<file path="src/rtl/cfg_rx_pkg.sv">
`timescale 1ns/1ps
package cfg_rx_pkg;
  typedef enum logic [2:0] {
    RX_IDLE,
    RX_BITS,
    RX_ACK_WAIT,
    RX_ACK_LOW,
    RX_ACK_HIGH,
    RX_SKIP
  } rx_state_e;

  localparam int unsigned HDR_BYTES = 2;
endpackage

</file>
<file path="src/rtl/cfg_rx_linecond.sv">
`timescale 1ns/1ps
module cfg_rx_linecond #(
  parameter int unsigned SYNC_STAGES = 2
) (
  input  logic clk,
  input  logic rst_n,
  input  logic scl_i,
  input  logic sda_i,
  output logic scl_lvl,
  output logic sda_lvl,
  output logic scl_rise,
  output logic scl_fall,
  output logic start_det,
  output logic stop_det
);
  logic [1:0] line_in;
  logic [1:0] line_lvl;
  logic [1:0] line_prev;

  assign line_in = {sda_i, scl_i};

  for (genvar g = 0; g < 2; g++) begin : g_sync
    logic [SYNC_STAGES-1:0] stage_q;
    always_ff @(posedge clk or negedge rst_n) begin
      if (!rst_n) stage_q <= '1;
      else        stage_q <= {stage_q[SYNC_STAGES-2:0], line_in[g]};
    end
    assign line_lvl[g] = stage_q[SYNC_STAGES-1];
  end

  always_ff @(posedge clk or negedge rst_n) begin
    if (!rst_n) line_prev <= '1;
    else        line_prev <= line_lvl;
  end

  assign scl_lvl   = line_lvl[0];
  assign sda_lvl   = line_lvl[1];
  assign scl_rise  = line_lvl[0] & ~line_prev[0];
  assign scl_fall  = ~line_lvl[0] & line_prev[0];
  assign start_det = line_lvl[0] & line_prev[0] & line_prev[1] & ~line_lvl[1];
  assign stop_det  = line_lvl[0] & line_prev[0] & ~line_prev[1] & line_lvl[1];
endmodule

</file>
<file path="src/rtl/cfg_rx_frame.sv">
`timescale 1ns/1ps
module cfg_rx_frame
  import cfg_rx_pkg::*;
#(
  parameter logic [7:0]  ADDR_BYTE = 8'hD2,
  parameter int unsigned NREG      = 8,
  parameter int unsigned IDX_W     = 4
) (
  input  logic             clk,
  input  logic             rst_n,
  input  logic             sda_lvl,
  input  logic             scl_rise,
  input  logic             scl_fall,
  input  logic             start_det,
  input  logic             stop_det,
  output logic             wr_en,
  output logic [IDX_W-1:0] wr_idx,
  output logic [7:0]       wr_data,
  output logic             sda_pull,
  output logic             matched
);
  localparam logic [IDX_W-1:0] IDX_HDR = IDX_W'(HDR_BYTES + 1);
  localparam logic [IDX_W-1:0] IDX_END = IDX_W'(HDR_BYTES + 1 + NREG);

  rx_state_e        st_q, st_d;
  logic [2:0]       bit_q, bit_d;
  logic [IDX_W-1:0] byte_q, byte_d;
  logic [7:0]       sh_q, sh_d;
  logic             match_q, match_d;
  logic             addr_ok;

  assign addr_ok = ({sh_q[6:0], sda_lvl} == ADDR_BYTE);

  always_comb begin
    st_d    = st_q;
    bit_d   = bit_q;
    byte_d  = byte_q;
    sh_d    = sh_q;
    match_d = match_q;
    wr_en   = 1'b0;
    wr_data = {sh_q[6:0], sda_lvl};
    wr_idx  = byte_q - IDX_HDR;
    if (start_det) begin
      st_d    = RX_BITS;
      bit_d   = '0;
      byte_d  = '0;
      match_d = 1'b0;
    end else if (stop_det) begin
      st_d = RX_IDLE;
    end else begin
      unique case (st_q)
        RX_BITS: if (scl_rise) begin
          sh_d  = {sh_q[6:0], sda_lvl};
          bit_d = bit_q + 3'd1;
          if (bit_q == 3'd7) begin
            if (byte_q != IDX_END) byte_d = byte_q + IDX_W'(1);
            if (byte_q == '0) begin
              match_d = addr_ok;
              st_d    = addr_ok ? RX_ACK_WAIT : RX_SKIP;
            end else begin
              st_d  = RX_ACK_WAIT;
              wr_en = match_q && (byte_q >= IDX_HDR) && (byte_q < IDX_END);
            end
          end
        end
        RX_ACK_WAIT: if (scl_fall) st_d = RX_ACK_LOW;
        RX_ACK_LOW:  if (scl_rise) st_d = RX_ACK_HIGH;
        RX_ACK_HIGH: if (scl_fall) st_d = RX_BITS;
        default: ;
      endcase
    end
  end

  always_ff @(posedge clk or negedge rst_n) begin
    if (!rst_n) begin
      st_q    <= RX_IDLE;
      bit_q   <= '0;
      byte_q  <= '0;
      sh_q    <= '0;
      match_q <= 1'b0;
    end else begin
      st_q    <= st_d;
      bit_q   <= bit_d;
      byte_q  <= byte_d;
      sh_q    <= sh_d;
      match_q <= match_d;
    end
  end

  assign sda_pull = match_q && ((st_q == RX_ACK_LOW) || (st_q == RX_ACK_HIGH));
  assign matched  = match_q;
endmodule

</file>
<file path="src/rtl/cfg_rx_regbank.sv">
`timescale 1ns/1ps
module cfg_rx_regbank #(
  parameter int unsigned    NREG     = 8,
  parameter int unsigned    IDX_W    = 4,
  parameter logic [8*8-1:0] DEFAULTS = 64'h8421F00F5A33C3E7,
  parameter int unsigned    RSVD_POS = 59
) (
  input  logic              clk,
  input  logic              rst_n,
  input  logic              wr_en,
  input  logic [IDX_W-1:0]  wr_idx,
  input  logic [7:0]        wr_data,
  output logic [NREG*8-1:0] cfg
);
  localparam logic [NREG*8-1:0] KEEP_MASK = ~((NREG*8)'(1) << RSVD_POS);

  logic [NREG*8-1:0] bank_q, bank_d;

  always_comb begin
    bank_d = bank_q;
    for (int k = 0; k < NREG; k++) begin
      if (wr_en && (wr_idx == IDX_W'(k))) bank_d[k*8 +: 8] = wr_data;
    end
    bank_d = bank_d & KEEP_MASK;
  end

  always_ff @(posedge clk or negedge rst_n) begin
    if (!rst_n)     bank_q <= DEFAULTS & KEEP_MASK;
    else if (wr_en) bank_q <= bank_d;
  end

  assign cfg = bank_q;
endmodule

</file>
<file path="src/rtl/ser_cfg_rx.sv">
`timescale 1ns/1ps
module ser_cfg_rx #(
  parameter logic [7:0]  ADDR_BYTE   = 8'hD2,
  parameter int unsigned NREG        = 8,
  parameter int unsigned SYNC_STAGES = 2,
  parameter logic [63:0] DEFAULTS    = 64'h8421F00F5A33C3E7,
  parameter int unsigned RSVD_POS    = 59
) (
  input  logic            clk,
  input  logic            rst_n,
  input  logic            scl_i,
  input  logic            sda_i,
  output logic            sda_pull_o,
  output logic [NREG*8-1:0] cfg_o
);
  localparam int unsigned IDX_W = $clog2(cfg_rx_pkg::HDR_BYTES + NREG + 2);

  logic [1:0]       rst_pipe;
  logic             rst_sync_n;
  logic             scl_lvl, sda_lvl, scl_rise, scl_fall, start_det, stop_det;
  logic             wr_en, matched;
  logic [IDX_W-1:0] wr_idx;
  logic [7:0]       wr_data;

  always_ff @(posedge clk or negedge rst_n) begin
    if (!rst_n) rst_pipe <= '0;
    else        rst_pipe <= {rst_pipe[0], 1'b1};
  end
  assign rst_sync_n = rst_pipe[1];

  cfg_rx_linecond #(.SYNC_STAGES(SYNC_STAGES)) u_line (
    .clk(clk), .rst_n(rst_sync_n), .scl_i(scl_i), .sda_i(sda_i),
    .scl_lvl(scl_lvl), .sda_lvl(sda_lvl), .scl_rise(scl_rise),
    .scl_fall(scl_fall), .start_det(start_det), .stop_det(stop_det)
  );

  cfg_rx_frame #(.ADDR_BYTE(ADDR_BYTE), .NREG(NREG), .IDX_W(IDX_W)) u_frame (
    .clk(clk), .rst_n(rst_sync_n), .sda_lvl(sda_lvl), .scl_rise(scl_rise),
    .scl_fall(scl_fall), .start_det(start_det), .stop_det(stop_det),
    .wr_en(wr_en), .wr_idx(wr_idx), .wr_data(wr_data),
    .sda_pull(sda_pull_o), .matched(matched)
  );

  cfg_rx_regbank #(.NREG(NREG), .IDX_W(IDX_W), .DEFAULTS(DEFAULTS),
                   .RSVD_POS(RSVD_POS)) u_bank (
    .clk(clk), .rst_n(rst_sync_n), .wr_en(wr_en), .wr_idx(wr_idx),
    .wr_data(wr_data), .cfg(cfg_o)
  );
endmodule

</file>
<file path="config.mk">
export PLATFORM = sky130hd
export DESIGN_NAME = ser_cfg_rx
export DESIGN_NICKNAME = d
export VERILOG_FILES = /design/src/rtl/cfg_rx_pkg.sv /design/src/rtl/cfg_rx_linecond.sv /design/src/rtl/cfg_rx_frame.sv /design/src/rtl/cfg_rx_regbank.sv /design/src/rtl/ser_cfg_rx.sv
export SDC_FILE = /design/constraint.sdc
export NUM_CORES = 1
export LEC_CHECK = 0
export ABC_AREA = 1
export BUFFER_PORTS_ARGS = -buffer_cell sky130_fd_sc_hd__buf_2
export CELL_PAD_IN_SITES_DETAIL_PLACEMENT = 1
export CELL_PAD_IN_SITES_GLOBAL_PLACEMENT = 1
export CORE_MARGIN = 5
export CORE_UTILIZATION = 38
export CTS_CLUSTER_DIAMETER = 120
export DETAILED_ROUTE_END_ITERATION = 8
export PLACE_DENSITY = 0.81
export SLEW_MARGIN = 20
export SYNTH_ARGS = -nofsm -noshare
export SYNTH_HDL_FRONTEND = slang
export SYNTH_SLANG_ARGS = --single-unit
</file>
<file path="constraint.sdc">
create_clock -name clk -period 2.7 [get_ports clk]
set_clock_uncertainty 0.2 [all_clocks]
set_input_delay 0.54 -clock clk [delete_from_list [all_inputs] [get_ports clk]]
set_output_delay 0.54 -clock clk [all_outputs]
set_load 0.03 [all_outputs]
</file>
==> metrics.txt <==
fin. max-slew vios=0; CTS resizes=0; Clk pwr share=between 30% and 40%; pin count of the biggest net entering global routing=42; RR Startpoint=u_frame.byte_q[0]; worst slew pin tran=between 0.6 and 0.7 ns; WHS Endpoint=u_line.g_sync[0].stage_q[0]; Final #Nets=529; number of cell rows=38; Setup crit end kind=flop; H-tree level count=3; worst setup path start=u_frame.byte_q[0]; Syn Inst Count=about 460; die width=around 110 µm; GPL Wtd Cong=0.797; clock sink count=between 80 and 90; CTS Buffer Depth=2; number of flops mapped to enable cells by yosys=0; die height=~110 µm; Slew headroom=a little under 60%; Worst path slowest cell=dfrtp_1; Mean Syn Cell Area=~9 µm²; critical path's largest stage delay=0.46 ns; setup TNS=0 ns; antenna viol nets, final=0; # DRC=0; Hold Fails Final Rpt=0; Final HPWL DP=a little under 8 mm; PwrDens=681 nW/µm²; 1st-iter DRT viols=231; Post-synth ARST share=100%; hold crit path type=primary input to flop; fraction of layout cells with a size suffix above 1=a little over a quarter; total gr overflow=0; largest family of logic cells by synthesized area=simple AND/OR/NAND/NOR gates; CTS tree=done; antenna fix cells=0; dominant cells by area after synthesis=dfrtp_1 32%, dfstp_2 23%, nand2_1 16%, nand4_1 9.6%, buf_2 2.7%; routed vias/inst=between 5 and 6; CTS buffer count=9; Layout fillers=~1.3k; Yosys cell types=24; root buffer cell=clkbuf_8; Worst Path Max Fanout=21; first-pass GRT wire length=between 15 and 20 mm; critical path startpoint category=flop; Synth Register Bits=89; mux contribution to synthesized area=0%; unrepaired setup endpoints after global routing=no; Area Growth Syn to Fin=16.0%; Avg WL per Cell=roughly 17 µm; CP Data Required Time=2.74 ns; Tot GR Track Use=17.2%; worst vdd ir=approximately 0.5 mV; antenna violations before repair=0; Port Buffer Count=between 60 and 70; Reg power frac=50.8%; Hold Startpoint=scl_i; Lkg Pwr=2.56 nW; Pre-Repair DR Iteration Count=4; simple-gate portion of the synthesized area=a little under a third; FMAX=about 410 MHz; Period Utilization, post-route=between 90% and 100%; I/O Pins=69; cell taking the most area after synthesis=dfrtp_1; mapped cell area=between 4000 and 5000 µm²; R2R Path End=u_bank.cfg[49]; clock latency on the worst-skew pair=between 0.3 and 0.4 ns; Synth Warn #=0; sequential fraction of the synthesis area=between 50% and 60%; Final Setup Violations=0; Routed WL=approximately 11 mm; CTS clock-pin slew for the worst setup and hold paths=roughly 0.090 ns; routed vias=between 3k and 4k; Internal Power=between 2 and 2.5 mW; max cap viols=0; Initial Util=between 30% and 40%; Primary FF master, synth=dfrtp_1; Synth Net Count=about 470; Core ar.=10700 µm²; crit-path cells=ha_1, xnor2_2, inv_1, nor2_4, nand3_1, nand2_1, nand2_1; Crit path top cell by count=nand2_1; vias in the first global route=~3.5k; CP Data Arrival Time=roughly 2.5 ns; post-synthesis xor/xnor area fraction=less than 1%; Die Area=~13000 µm²; status=complete, no violations; Gate power share=15.5%; Yosys top cell area share=32.3%; minimum clock period=2.44 ns; Reg2Reg Depth=7; WHS Path Cells=1; critical path type=flop to flop; switching pwr=~1.0 mW; final worst slack=0.262 ns; Sw Share=about a third; complex-gate fraction of the synthesized area=around 3.0%; r2r setup slk=approximately 0.26 ns; dpl ws=just under 0.3 ns; adder-cell share of the synthesized area=approximately 2.4%
==> sequential cells by signal, indices dropped and copies added, names as in the netlist <==
name,flops
u_frame.matched,1
u_bank.cfg,63
u_frame.byte_q,4
u_frame.st_q,3
u_frame.sh_q,7
u_line.line_prev,2
u_frame.bit_q,3
rst_pipe,2
u_line.g_sync.stage_q,4
==> Yosys cell counts (all sizes together) (2+ instances only) <==
library cell and number:
nand2 174, nand4 63, dfrtp 53, dfstp 36
buf 30, inv 24, nand3 21, nor2 18
o21ai 14, ha 8, a21oi 5, a22o 2
conb 2
==> routing by layer <==
layer,GRT usage (%),vias to the layer above,wire length [µm],part of all wire [%]
met5,0,-,0,0
met4,3.80,0,137,1.3
met3,3.98,13,591,5.4
met2,29.5,79,5480,50
met1,22.2,1725,4740,43
li1,-,1624,-,-
==> power by group through the flow <==
stage	clock network [mW]	registers, mW	logic (mW)
6_report	1.09	1.65	0.503
3_5_place_dp	0	1.67	0.502
5_1_grt	1.17	1.66	0.590
4_1_cts	1.12	1.64	0.507
3_3_place_gp	0	1.66	0.476
2_1_floorplan	0	1.53	0.474
==> per-stage QoR <==
| stage | util [%] | hold WS, ns | instance area (µm²) | total power, mW | std cells |
|---|---|---|---|---|---|
| 6_report | 44.5 | 0.0738 | 4760 | 3.24 | 662 |
| 4_1_cts | 44.5 | 0.0558 | 4760 | 3.27 | 662 |
| 5_1_grt | 44.5 | 0.0524 | 4760 | 3.42 | 662 |
| 3_3_place_gp | 42.2 | 0.128 | 4520 | 2.14 | 645 |
| 2_1_floorplan | - | 0.0444 | 4110 | 2.00 | 456 |
| 3_5_place_dp | 42.2 | 0.129 | 4520 | 2.17 | 645 |
==> cells by family (layout without fill, tap and decap cells) <==
group,Yosys count,after routing
flip-flops,89,89
XOR/XNOR,2,2
AND/OR/NAND/NOR,277,277
AO/OA/AOI/OAI,22,22
adder cells (fa/ha/maj),8,8
buffers and inverters,56,122
other,2,2
==> cell type report <==
type                            instances  area (µm²)  share of cell area (%)
Clock buffer                           11         131                    2.76
Clock inverter                          5         104                    2.18
Inverter                               25        93.8                    1.97
Multi-Input combinational cell        311        1520                    31.8
Sequential cell                        89        2280                    47.8
Tap cell                              140         175                    3.68
Timing Repair Buffer                   81         468                    9.82
==> layout by cell type, fill, tap and decap left out, types with 5 or more instances in the layout <==
cell type / instances
a21oi_1: 5
buf_2: 67
buf_4: 11
clkbuf_8: 9
dfrtp_1: 52
dfstp_2: 36
ha_1: 8
inv_1: 23
nand2_1: 174
nand3_1: 20
nand4_1: 63
nor2_1: 15
o21ai_0: 14
==> critical path, delay by kind of cell (launching register included) <==
family / cells / cell delay [ns]
xor+xnor: 1 / 0.24
fa+ha+maj: 1 / 0.29
buf+inv: 1 / 0.11
flops: 1 / 0.46
simple gates: 4 / 1.01
==> worst max-delay path by stage <==
stage / end / slack [ns] / cells after the start
2_1_floorplan: sda_pull_o / 0.74 / 5
4_1_cts: u_bank.cfg[49] / 0.26 / 7
6_report: u_bank.cfg[49] / 0.26 / 7
3_3_place_gp: u_bank.cfg[37] / 0.43 / 7
3_5_place_dp: u_bank.cfg[37] / 0.30 / 7
5_1_grt: u_bank.cfg[37] / 0.08 / 7
==> repair_timing <==
item,4_1_cts,5_1_grt
buffers inserted,0,0
endpoints found under the hold margin,2,0
hold buffers,1,0
Power figures use the tool's default switching activity.
